==> src/rtl/ctr_chain_pkg.sv <==
package ctr_chain_pkg;
  localparam int PAIR_N = 2;
  localparam int IDX_EVEN = 0;
  localparam int IDX_ODD = 1;
  localparam logic [9:0] DEF_CHAIN_CODE = 10'h01E;

  // one step request: global run, local enable, any event source
  function automatic logic step_req(input logic run, input logic en,
                                    input logic hw, input logic sw);
    return run && en && (hw || sw);
  endfunction
endpackage

==> src/rtl/ctr_wrap_detect.sv <==
module ctr_wrap_detect #(
  parameter int NARROW_W = 32,
  parameter int WIDE_W   = 64
) (
  input  logic [WIDE_W-1:0] value,
  input  logic              wide_mode,
  output logic              narrow_full,
  output logic              ovf_point
);
  function automatic logic low_all_ones(input logic [WIDE_W-1:0] v);
    return &v[NARROW_W-1:0];
  endfunction

  always_comb begin
    narrow_full = low_all_ones(value);
    ovf_point   = wide_mode ? (&value) : narrow_full;
  end
endmodule

==> src/rtl/ctr_slice.sv <==
module ctr_slice #(
  parameter int NARROW_W = 32,
  parameter int WIDE_W   = 64
) (
  input  logic              clk,
  input  logic              rst_n,
  input  logic              load,
  input  logic [WIDE_W-1:0] load_val,
  input  logic              step,
  input  logic              wide_mode,
  output logic [WIDE_W-1:0] value,
  output logic              wrap_ev,
  output logic              narrow_carry
);
  logic narrow_full;
  logic ovf_point;
  logic real_step;

  function automatic logic [WIDE_W-1:0] next_count(input logic [WIDE_W-1:0] v);
    return v + WIDE_W'(1);
  endfunction

  ctr_wrap_detect #(.NARROW_W(NARROW_W), .WIDE_W(WIDE_W)) wrap_i (
    .value      (value),
    .wide_mode  (wide_mode),
    .narrow_full(narrow_full),
    .ovf_point  (ovf_point)
  );

  assign real_step    = step && !load;
  assign wrap_ev      = real_step && ovf_point;
  assign narrow_carry = real_step && narrow_full;

  always_ff @(posedge clk or negedge rst_n) begin
    if (!rst_n)         value <= '0;
    else if (load)      value <= load_val;
    else if (real_step) value <= next_count(value);
  end
endmodule

==> src/rtl/chain_carry_link.sv <==
module chain_carry_link #(
  parameter int             EVT_W      = 10,
  parameter logic [EVT_W-1:0] CHAIN_CODE = EVT_W'(30)
) (
  input  logic             clk,
  input  logic             rst_n,
  input  logic             even_carry,
  input  logic [EVT_W-1:0] odd_evt_type,
  input  logic             odd_en,
  input  logic             run_en,
  input  logic             wide_mode,
  output logic             carry_pend,
  output logic             chained,
  output logic             chain_step
);
  always_ff @(posedge clk or negedge rst_n) begin
    if (!rst_n) carry_pend <= 1'b0;
    else        carry_pend <= even_carry;
  end

  // type, enable and mode are all judged in the apply cycle
  assign chained    = (odd_evt_type == CHAIN_CODE);
  assign chain_step = carry_pend && chained && odd_en && run_en && !wide_mode;
endmodule

==> src/rtl/ctr_pair_chain.sv <==
module ctr_pair_chain
  import ctr_chain_pkg::*;
#(
  parameter int               NARROW_W   = 32,
  parameter int               WIDE_W     = 64,
  parameter int               EVT_W      = 10,
  parameter logic [EVT_W-1:0] CHAIN_CODE = EVT_W'(DEF_CHAIN_CODE)
) (
  input  logic              clk,
  input  logic              rst_n,
  input  logic              run_en,
  input  logic              en_even,
  input  logic              en_odd,
  input  logic              wide_ovf_mode,
  input  logic [EVT_W-1:0]  odd_evt_type,
  input  logic              even_evt,
  input  logic              odd_evt,
  input  logic              sw_inc_even,
  input  logic              sw_inc_odd,
  input  logic              wr_even,
  input  logic              wr_odd,
  input  logic [WIDE_W-1:0] wr_data,
  input  logic [1:0]        ovf_clr,
  output logic [WIDE_W-1:0] cnt_even,
  output logic [WIDE_W-1:0] cnt_odd,
  output logic [1:0]        ovf_flags
);
  logic [PAIR_N-1:0]             step_vec;
  logic [PAIR_N-1:0]             load_vec;
  logic [PAIR_N-1:0]             wrap_vec;
  logic [PAIR_N-1:0]             ncarry_vec;
  logic [PAIR_N-1:0][WIDE_W-1:0] val_vec;
  logic                          carry_pend;
  logic                          chained;
  logic                          chain_step;

  chain_carry_link #(.EVT_W(EVT_W), .CHAIN_CODE(CHAIN_CODE)) link_i (
    .clk         (clk),
    .rst_n       (rst_n),
    .even_carry  (ncarry_vec[IDX_EVEN]),
    .odd_evt_type(odd_evt_type),
    .odd_en      (en_odd),
    .run_en      (run_en),
    .wide_mode   (wide_ovf_mode),
    .carry_pend  (carry_pend),
    .chained     (chained),
    .chain_step  (chain_step)
  );

  always_comb begin
    step_vec[IDX_EVEN] = step_req(run_en, en_even, even_evt, sw_inc_even);
    step_vec[IDX_ODD]  = chained ? chain_step
                                 : step_req(run_en, en_odd, odd_evt, sw_inc_odd);
    load_vec = {wr_odd, wr_even};
  end

  for (genvar i = 0; i < PAIR_N; i++) begin : g_half
    logic flag_q;
    ctr_slice #(.NARROW_W(NARROW_W), .WIDE_W(WIDE_W)) slice_i (
      .clk         (clk),
      .rst_n       (rst_n),
      .load        (load_vec[i]),
      .load_val    (wr_data),
      .step        (step_vec[i]),
      .wide_mode   (wide_ovf_mode),
      .value       (val_vec[i]),
      .wrap_ev     (wrap_vec[i]),
      .narrow_carry(ncarry_vec[i])
    );
    always_ff @(posedge clk or negedge rst_n) begin
      if (!rst_n) flag_q <= 1'b0;
      else        flag_q <= (flag_q && !ovf_clr[i]) || wrap_vec[i];
    end
    assign ovf_flags[i] = flag_q;
  end

  assign cnt_even = val_vec[IDX_EVEN];
  assign cnt_odd  = val_vec[IDX_ODD];


  even_flag_set_chk: assert property (@(posedge clk) disable iff (!rst_n)
    wrap_vec[IDX_EVEN] |=> ovf_flags[0]);

  odd_flag_set_chk: assert property (@(posedge clk) disable iff (!rst_n)
    (ncarry_vec[IDX_ODD] && !wide_ovf_mode) |=> ovf_flags[1]);

  chain_plus_one_chk: assert property (@(posedge clk) disable iff (!rst_n)
    (chain_step && !wr_odd) |=> (cnt_odd == $past(cnt_odd) + WIDE_W'(1)));

  wide_no_chain_chk: assert property (@(posedge clk) disable iff (!rst_n)
    (wide_ovf_mode && chained && !wr_odd) |=> $stable(cnt_odd));

  odd_off_hold_chk: assert property (@(posedge clk) disable iff (!rst_n)
    (!en_odd && !wr_odd) |=> $stable(cnt_odd));

  run_off_hold_chk: assert property (@(posedge clk) disable iff (!rst_n)
    (!run_en && !wr_even) |=> $stable(cnt_even));

  clr_flag_chk: assert property (@(posedge clk) disable iff (!rst_n)
    (ovf_clr[0] && !wrap_vec[IDX_EVEN]) |=> !ovf_flags[0]);

  pend_from_carry_chk: assert property (@(posedge clk) disable iff (!rst_n)
    carry_pend |-> $past(step_vec[IDX_EVEN]));
endmodule

==> config.mk <==
export PLATFORM = sky130hd
export DESIGN_NAME = ctr_pair_chain
export DESIGN_NICKNAME = d
export VERILOG_FILES = /design/src/rtl/ctr_chain_pkg.sv /design/src/rtl/ctr_wrap_detect.sv /design/src/rtl/ctr_slice.sv /design/src/rtl/chain_carry_link.sv /design/src/rtl/ctr_pair_chain.sv
export SDC_FILE = /design/constraint.sdc
export NUM_CORES = 1
export LEC_CHECK = 0
export BUFFER_PORTS_ARGS = -buffer_cell sky130_fd_sc_hd__buf_2
export CAP_MARGIN = 15
export CELL_PAD_IN_SITES_DETAIL_PLACEMENT = 1
export CELL_PAD_IN_SITES_GLOBAL_PLACEMENT = 1
export CORE_ASPECT_RATIO = 1.4
export CORE_UTILIZATION = 35
export DETAILED_ROUTE_END_ITERATION = 10
export PLACE_DENSITY = 0.81
export REMOVE_ABC_BUFFERS = 1
export SLEW_MARGIN = 20
export SYNTH_ARGS = -nofsm -noshare
export SYNTH_HDL_FRONTEND = slang
export SYNTH_SLANG_ARGS = --single-unit
==> constraint.sdc <==
create_clock -name clk -period 2.28 [get_ports clk]
set_input_delay 0.228 -clock clk [delete_from_list [all_inputs] [get_ports clk]]
set_output_delay 0.228 -clock clk [all_outputs]
set_load 0.02 [all_outputs]
; ---- Word level (Yosys, flattened, before mapping)
; Cells that the tools add are included.
[totals]
register_bits = 131
output_inout_bits = 130
wordCells = 45
input_bits = 88
[classes]
addsub = 2
mux = 7
reduce_logical = 30
eq_ne = 1
[ops]
columns = operator, n
row1 = $mux 64, 4
row2 = $add 64x1->64 const B, 2
row3 = $reduce_and 64->1, 2
row4 = $reduce_and 32->1, 2
row5 = $logic_and 1x1->1, 15
row6 = $eq 10x5->1 const B, 1
row7 = $logic_not 1->1, 5
row8 = $logic_or 1x1->1, 4
row9 = $reduce_bool 2->1, 2
row10 = $mux 1, 3

; ---- Logic depth before layout (Yosys ltp)
[logic_depth]
depth_word = 9
mapped_depth = 8

; ---- Cells and area by module
; From an unflattened synthesis, not the netlist that was laid out.
[unflattened]
hier_cells = 965
area_unflattened_um2 = 8159.1
[modules_own_cells]
columns = mod, cells_each, area_per_inst_um2, n_inst
row1 = ctr_slice, 450, 3839.9, 2
row2 = ctr_wrap_detect, 23, 145.1, 2
row3 = ctr_pair_chain, 12, 113.9, 1
row4 = chain_carry_link, 7, 75.1, 1

; ---- Worst setup path before layout
; No wires, ideal clock.
[synth_path]
kind = reg-to-reg
start = register g_half[1].slice_i.value[36]
end = register g_half[1].slice_i.value[56]
slack_ns = -0.087
setup_ns = 0.082
path_stages_with_launch = 6
period_less_slack_ns = 2.367
required_time_ns = 2.198
t_arrival_ns = 2.285
path_cell_list = dfrtp_1 -> nand3_4 -> or4_4 -> or4_4 -> or4_1 -> a31oi_1
[synth_between]
elab_chain_cells = 3
[synth_lines]
columns = element, line
row1 = "start, declared", ctr_slice.sv:11  ; output logic [WIDE_W-1:0] value,
row2 = "start signal, assigned", ctr_slice.sv:36  ; else if (load) value <= load_val;
row3 = "start signal, assigned", ctr_slice.sv:37  ; else if (real_step) value <= next_count(value);
row4 = $add 64x1->64, ctr_slice.sv:20  ; return v + WIDE_W'(1);
row5 = $mux 64, ctr_slice.sv:37
row6 = $mux 64, ctr_slice.sv:36
; Every way passes these cells. The select of a mux whose other input is x is not followed.
; A chain may end at the register's enable or synchronous reset.

; ---- Worst setup path in the final report
[layout_path]
start = register g_half[1].slice_i.value[47]
end = register g_half[1].slice_i.value[56]
; The elaborated chain is that of the path after synthesis.

==> implementation parameters <==
Parameter                              Value

Route
  Initial DRT Pass Iterations ... 5
  Overall via count from detail_route ... 9,745
  Per-cell via count in the routed design ... around 6.1
  Final routed DRC violation total ... 0
  Routed wirelength normalized by instance count ... 23.1 um
  DRT iter0 DRCs ... 674
  Antenna violation net count after detailed routing ... 0
  Total Routed Length ... 37.1 mm

Timing
  Endpoints failing setup ... 1
  Fmax ... 0.437 GHz
  Post-route clock skew ... 0.0129 ns
  Worst hold margin ... 0.0250 ns
  Setup ws final ... -0.00793 ns
  Final number of hold-violating endpoints ... 0
  Final Max Slew Viols ... 0
  Share of the cycle needed by the critical path after routing ... 1.00
  Worst relative slew slack ... 0.480
  Total negative slack for setup checks ... -0.00793 ns
  Unrepaired setup endpoints after global routing ... yes
  Worst slew pin tran ... 0.775 ns
  Time the worst path needs with I/O delays and setup ... 2.29 ns

GRT
  Met1 track demand over resource ... 0.341
  Maximum number of pins on one net before global-route repair ... 69
  Most congested layer reported by global routing ... met2
  Total GRT Usage ... 0.311
  Number of global-route vias before repair ... 10,300
  Sum of overflow across all layers after global routing ... 0
  Antenna violations before repair ... 5
  Wire length of the first global-routing pass ... 57.3 mm
  Met3 track demand over resource in global routing ... 0.0710
  Met2 capacity usage during global routing ... 0.552

Clock tree
  # H-tree levels ... 4
  Post-CTS clock slew at the launch and capture registers of the worst setup and hold paths ... 0.06 ns
  CTS tree ... yes
  Longest Clk Path Bufs ... 2
  Later-pin clock latency in the skew report ... about 0.43 ns
  TritonCTS Buffers ... 17
  Number of clock sinks ... 131
  CTS root buf ... sky130_fd_sc_hd__clkbuf_16

Critical path
  Endpoint of the most critical register-to-register path ... g_half[1].slice_i.value[56]
  Cell with the largest stage delay on the worst path ... sky130_fd_sc_hd__or4_4
  Cell seen most often among critical-path stages ... sky130_fd_sc_hd__or4_4
  Logic depth of the worst path, buffers included ... 5
  CP bufs+invs ... 1
  Start point of the critical path ... g_half[1].slice_i.value[47]
  Kind of cell adding the most delay to the critical path ... simple AND/OR/NAND/NOR gates
  Worst setup SP type ... flip-flop
  CP Data Required Time ... around 2.6 ns
  Critical Path, Cell by Cell ... inv_1 > or4_4 > or4_4 > or4_4 > a31oi_1
  Largest stage delay, worst path ... roughly 0.61 ns
  Capturing element of the worst setup path ... g_half[1].slice_i.value[56]
  Register-to-Register Setup Slack ... -0.008 ns
  Path type of the worst setup path ... reg -> reg
  Setup crit end kind ... flip-flop
  Crit path max fanout ... 6
  Arrival @ worst endpoint ... 2.64 ns
  Reg2Reg Launch Point ... g_half[1].slice_i.value[47]
  Register-to-Register Path Depth ... 5

Layout
  Highest-count cells in the layout ignoring fill and taps ... sky130_fd_sc_hd__buf_2, sky130_fd_sc_hd__dfrtp_1, sky130_fd_sc_hd__buf_4
  Layout cells sized above 1 ... 0.336
  Post-route core utilization ... 0.500
  Most common cell after layout, fill and taps aside ... sky130_fd_sc_hd__buf_2
  Area Growth Syn to Fin ... 38.9%
  Finished Cell Area ... 11,300 sq um
  Final-stage net count ... 1,380
  Filler cell count in the final layout ... 2,726

Synth
  Synthesized area ... 8170 sq um
  Unique masters post-synth ... 52
  Most used flip-flop cell after synthesis ... sky130_fd_sc_hd__dfrtp_1
  Main combinational cell family by area after synthesis ... simple AND/OR/NAND/NOR gates
  Share of synthesized area occupied by flip-flops and latches ... 0.401
  Yosys synthesis warning count ... 0
  Mean post-synth cell area ... 8.39 sq um
  Number of enable-type register cells in the synthesized netlist ... 0
  Share of synthesized registers carrying an async set or reset ... 1.00
  Post-synthesis xor/xnor area fraction ... 0.0579
  Adder-Cell Fraction of Synth Area ... 0.00306
  Simple-gate share of the synthesized area ... 0.330
  Number of cells produced by synthesis ... about 970
  Post-synthesis register bit count ... 131
  Compound-gate portion of the synthesized area ... 0.164
  Multiplexer share of the synthesized area ... 0.00658

Floorplanning
  Die Height ... 183 um
  Core Footprint ... 22,700 sq um
  Number of rows in the core area ... 65
  Die ar. ... 24,000 sq um
  Initial Util ... 0.360
  I/O pins ... 218
  Width of the die ... ~130 um

Placed design
  Input/output buffers ... ~220
  Half-perimeter wire length after placement ... 27.7 mm
  Last weighted congestion value of the routability-driven placer ... 0.936
  Post-Place Worst Slack ... -0.157 ns
  Post-DP Area ... ~10,000 sq um

Worst hold path
  Worst hold-check path type ... in -> reg

Power
  Static Leakage ... between 4 and 5 nW
  Total power per unit cell area ... 664 nW/um^2
  IR Drop Worst-Case VDD ... 0.565 mV

Status
  Outcome ... finished with violations
  Violated checks ... setup timing

Flow run
  Max-cap check violation count ... 0
sequential cells by signal, indices dropped and copies added (netlist names):
register and count:
g_half.slice_i.value 128, g_half.flag_q 2, link_i.carry_pend 1
through the flow:
step	cells	total power, mW
after floorplan	918	3.53
after global placement	1564	4.36
after detailed placement	1564	4.42
after CTS	1598	7.51
after global routing	1604	7.81
final	1605	7.54
layout make-up:
type,instances,area [sq um],share of cell area
Clock buffer,21,480,0.0423
Multi-Input combinational cell,768,4780,0.421
Antenna cell,1,2.50,0.000221
Tap cell,301,377,0.0332
Timing Repair Buffer,353,2190,0.193
Inverter,19,71.3,0.00628
Clock inverter,11,174,0.0153
Sequential cell,131,3280,0.289
worst min path at each step:
stage,startpoint,end,depth (start not counted)
2_1_floorplan,rst_n,g_half[0].flag_q,0
3_3_place_gp,rst_n,g_half[1].slice_i.value[46],1
3_5_place_dp,rst_n,g_half[1].slice_i.value[48],1
4_1_cts,wr_data[16],g_half[1].slice_i.value[16],3
5_1_grt,wr_data[4],g_half[0].slice_i.value[4],3
6_report,wr_data[16],g_half[1].slice_i.value[16],3
worst min-delay path: stages:
cell                      delay, ns
sky130_fd_sc_hd__buf_2         0.09
sky130_fd_sc_hd__nand2_1       0.04
sky130_fd_sc_hd__o21ai_0       0.06
synth_stat cells, types with 6 or more instances:
library cell               instances  area, sq um
sky130_fd_sc_hd__o31ai_1          39          293
sky130_fd_sc_hd__or4_1            45          338
sky130_fd_sc_hd__o41ai_1           8         70.1
sky130_fd_sc_hd__xor2_1           16          140
sky130_fd_sc_hd__nand2_1         112          420
sky130_fd_sc_hd__nor4b_1           6         52.6
sky130_fd_sc_hd__xnor2_1          38          333
sky130_fd_sc_hd__nor3_1           22          110
sky130_fd_sc_hd__nand3_1          58          290
sky130_fd_sc_hd__o21ai_0          74          370
sky130_fd_sc_hd__buf_2             9         45.0
sky130_fd_sc_hd__nor2_1           91          342
sky130_fd_sc_hd__nor4_1           30          188
sky130_fd_sc_hd__and2_1            7         43.8
sky130_fd_sc_hd__clkbuf_1         45          169
sky130_fd_sc_hd__and4_1           21          184
sky130_fd_sc_hd__nand4b_1          8         70.1
sky130_fd_sc_hd__nand4_1          44          275
sky130_fd_sc_hd__and3_1           14         87.6
sky130_fd_sc_hd__or3_1            21          131
sky130_fd_sc_hd__dfrtp_1         131         3280
sky130_fd_sc_hd__inv_1            18         67.6
sky130_fd_sc_hd__a31oi_1          71          444
routing by layer:
metal  up-vias  share of wire  wire (um)
li1       4347              -          -
met1      4885           0.37      13900
met2       394           0.51      18900
met3       111          0.062       2310
met4         8          0.052       1920
met5         -         0.0016         61
power breakdown:
group          total, mW  internal (mW)  switching [mW]
combinational       1.68          0.620            1.06
clock               3.09           1.95            1.14
sequential          2.77           2.53           0.235
total               7.54           5.11            2.43
kinds of logic (layout without fill, tap and decap cells):
| logic type | Yosys count | count (layout) |
|---|---|---|
| AO/OA/AOI/OAI | 210 | 210 |
| XOR/XNOR | 54 | 54 |
| adder cells (fa/ha/maj) | 2 | 2 |
| buffers and inverters | 75 | 404 |
| flip-flops | 131 | 131 |
| multiplexers | 5 | 5 |
| other | 0 | 1 |
| AND/OR/NAND/NOR | 497 | 497 |
repair_timing:
item,4_1_cts,5_1_grt
hold buffers,2,0
gates resized for setup,4,36
setup buffers,0,6
pin swaps,2,9
setup endpoints to repair,9,51
hold endpoints to repair,53,0
gates cloned,0,0
Note: power is estimated with default switching activity, not from simulation.
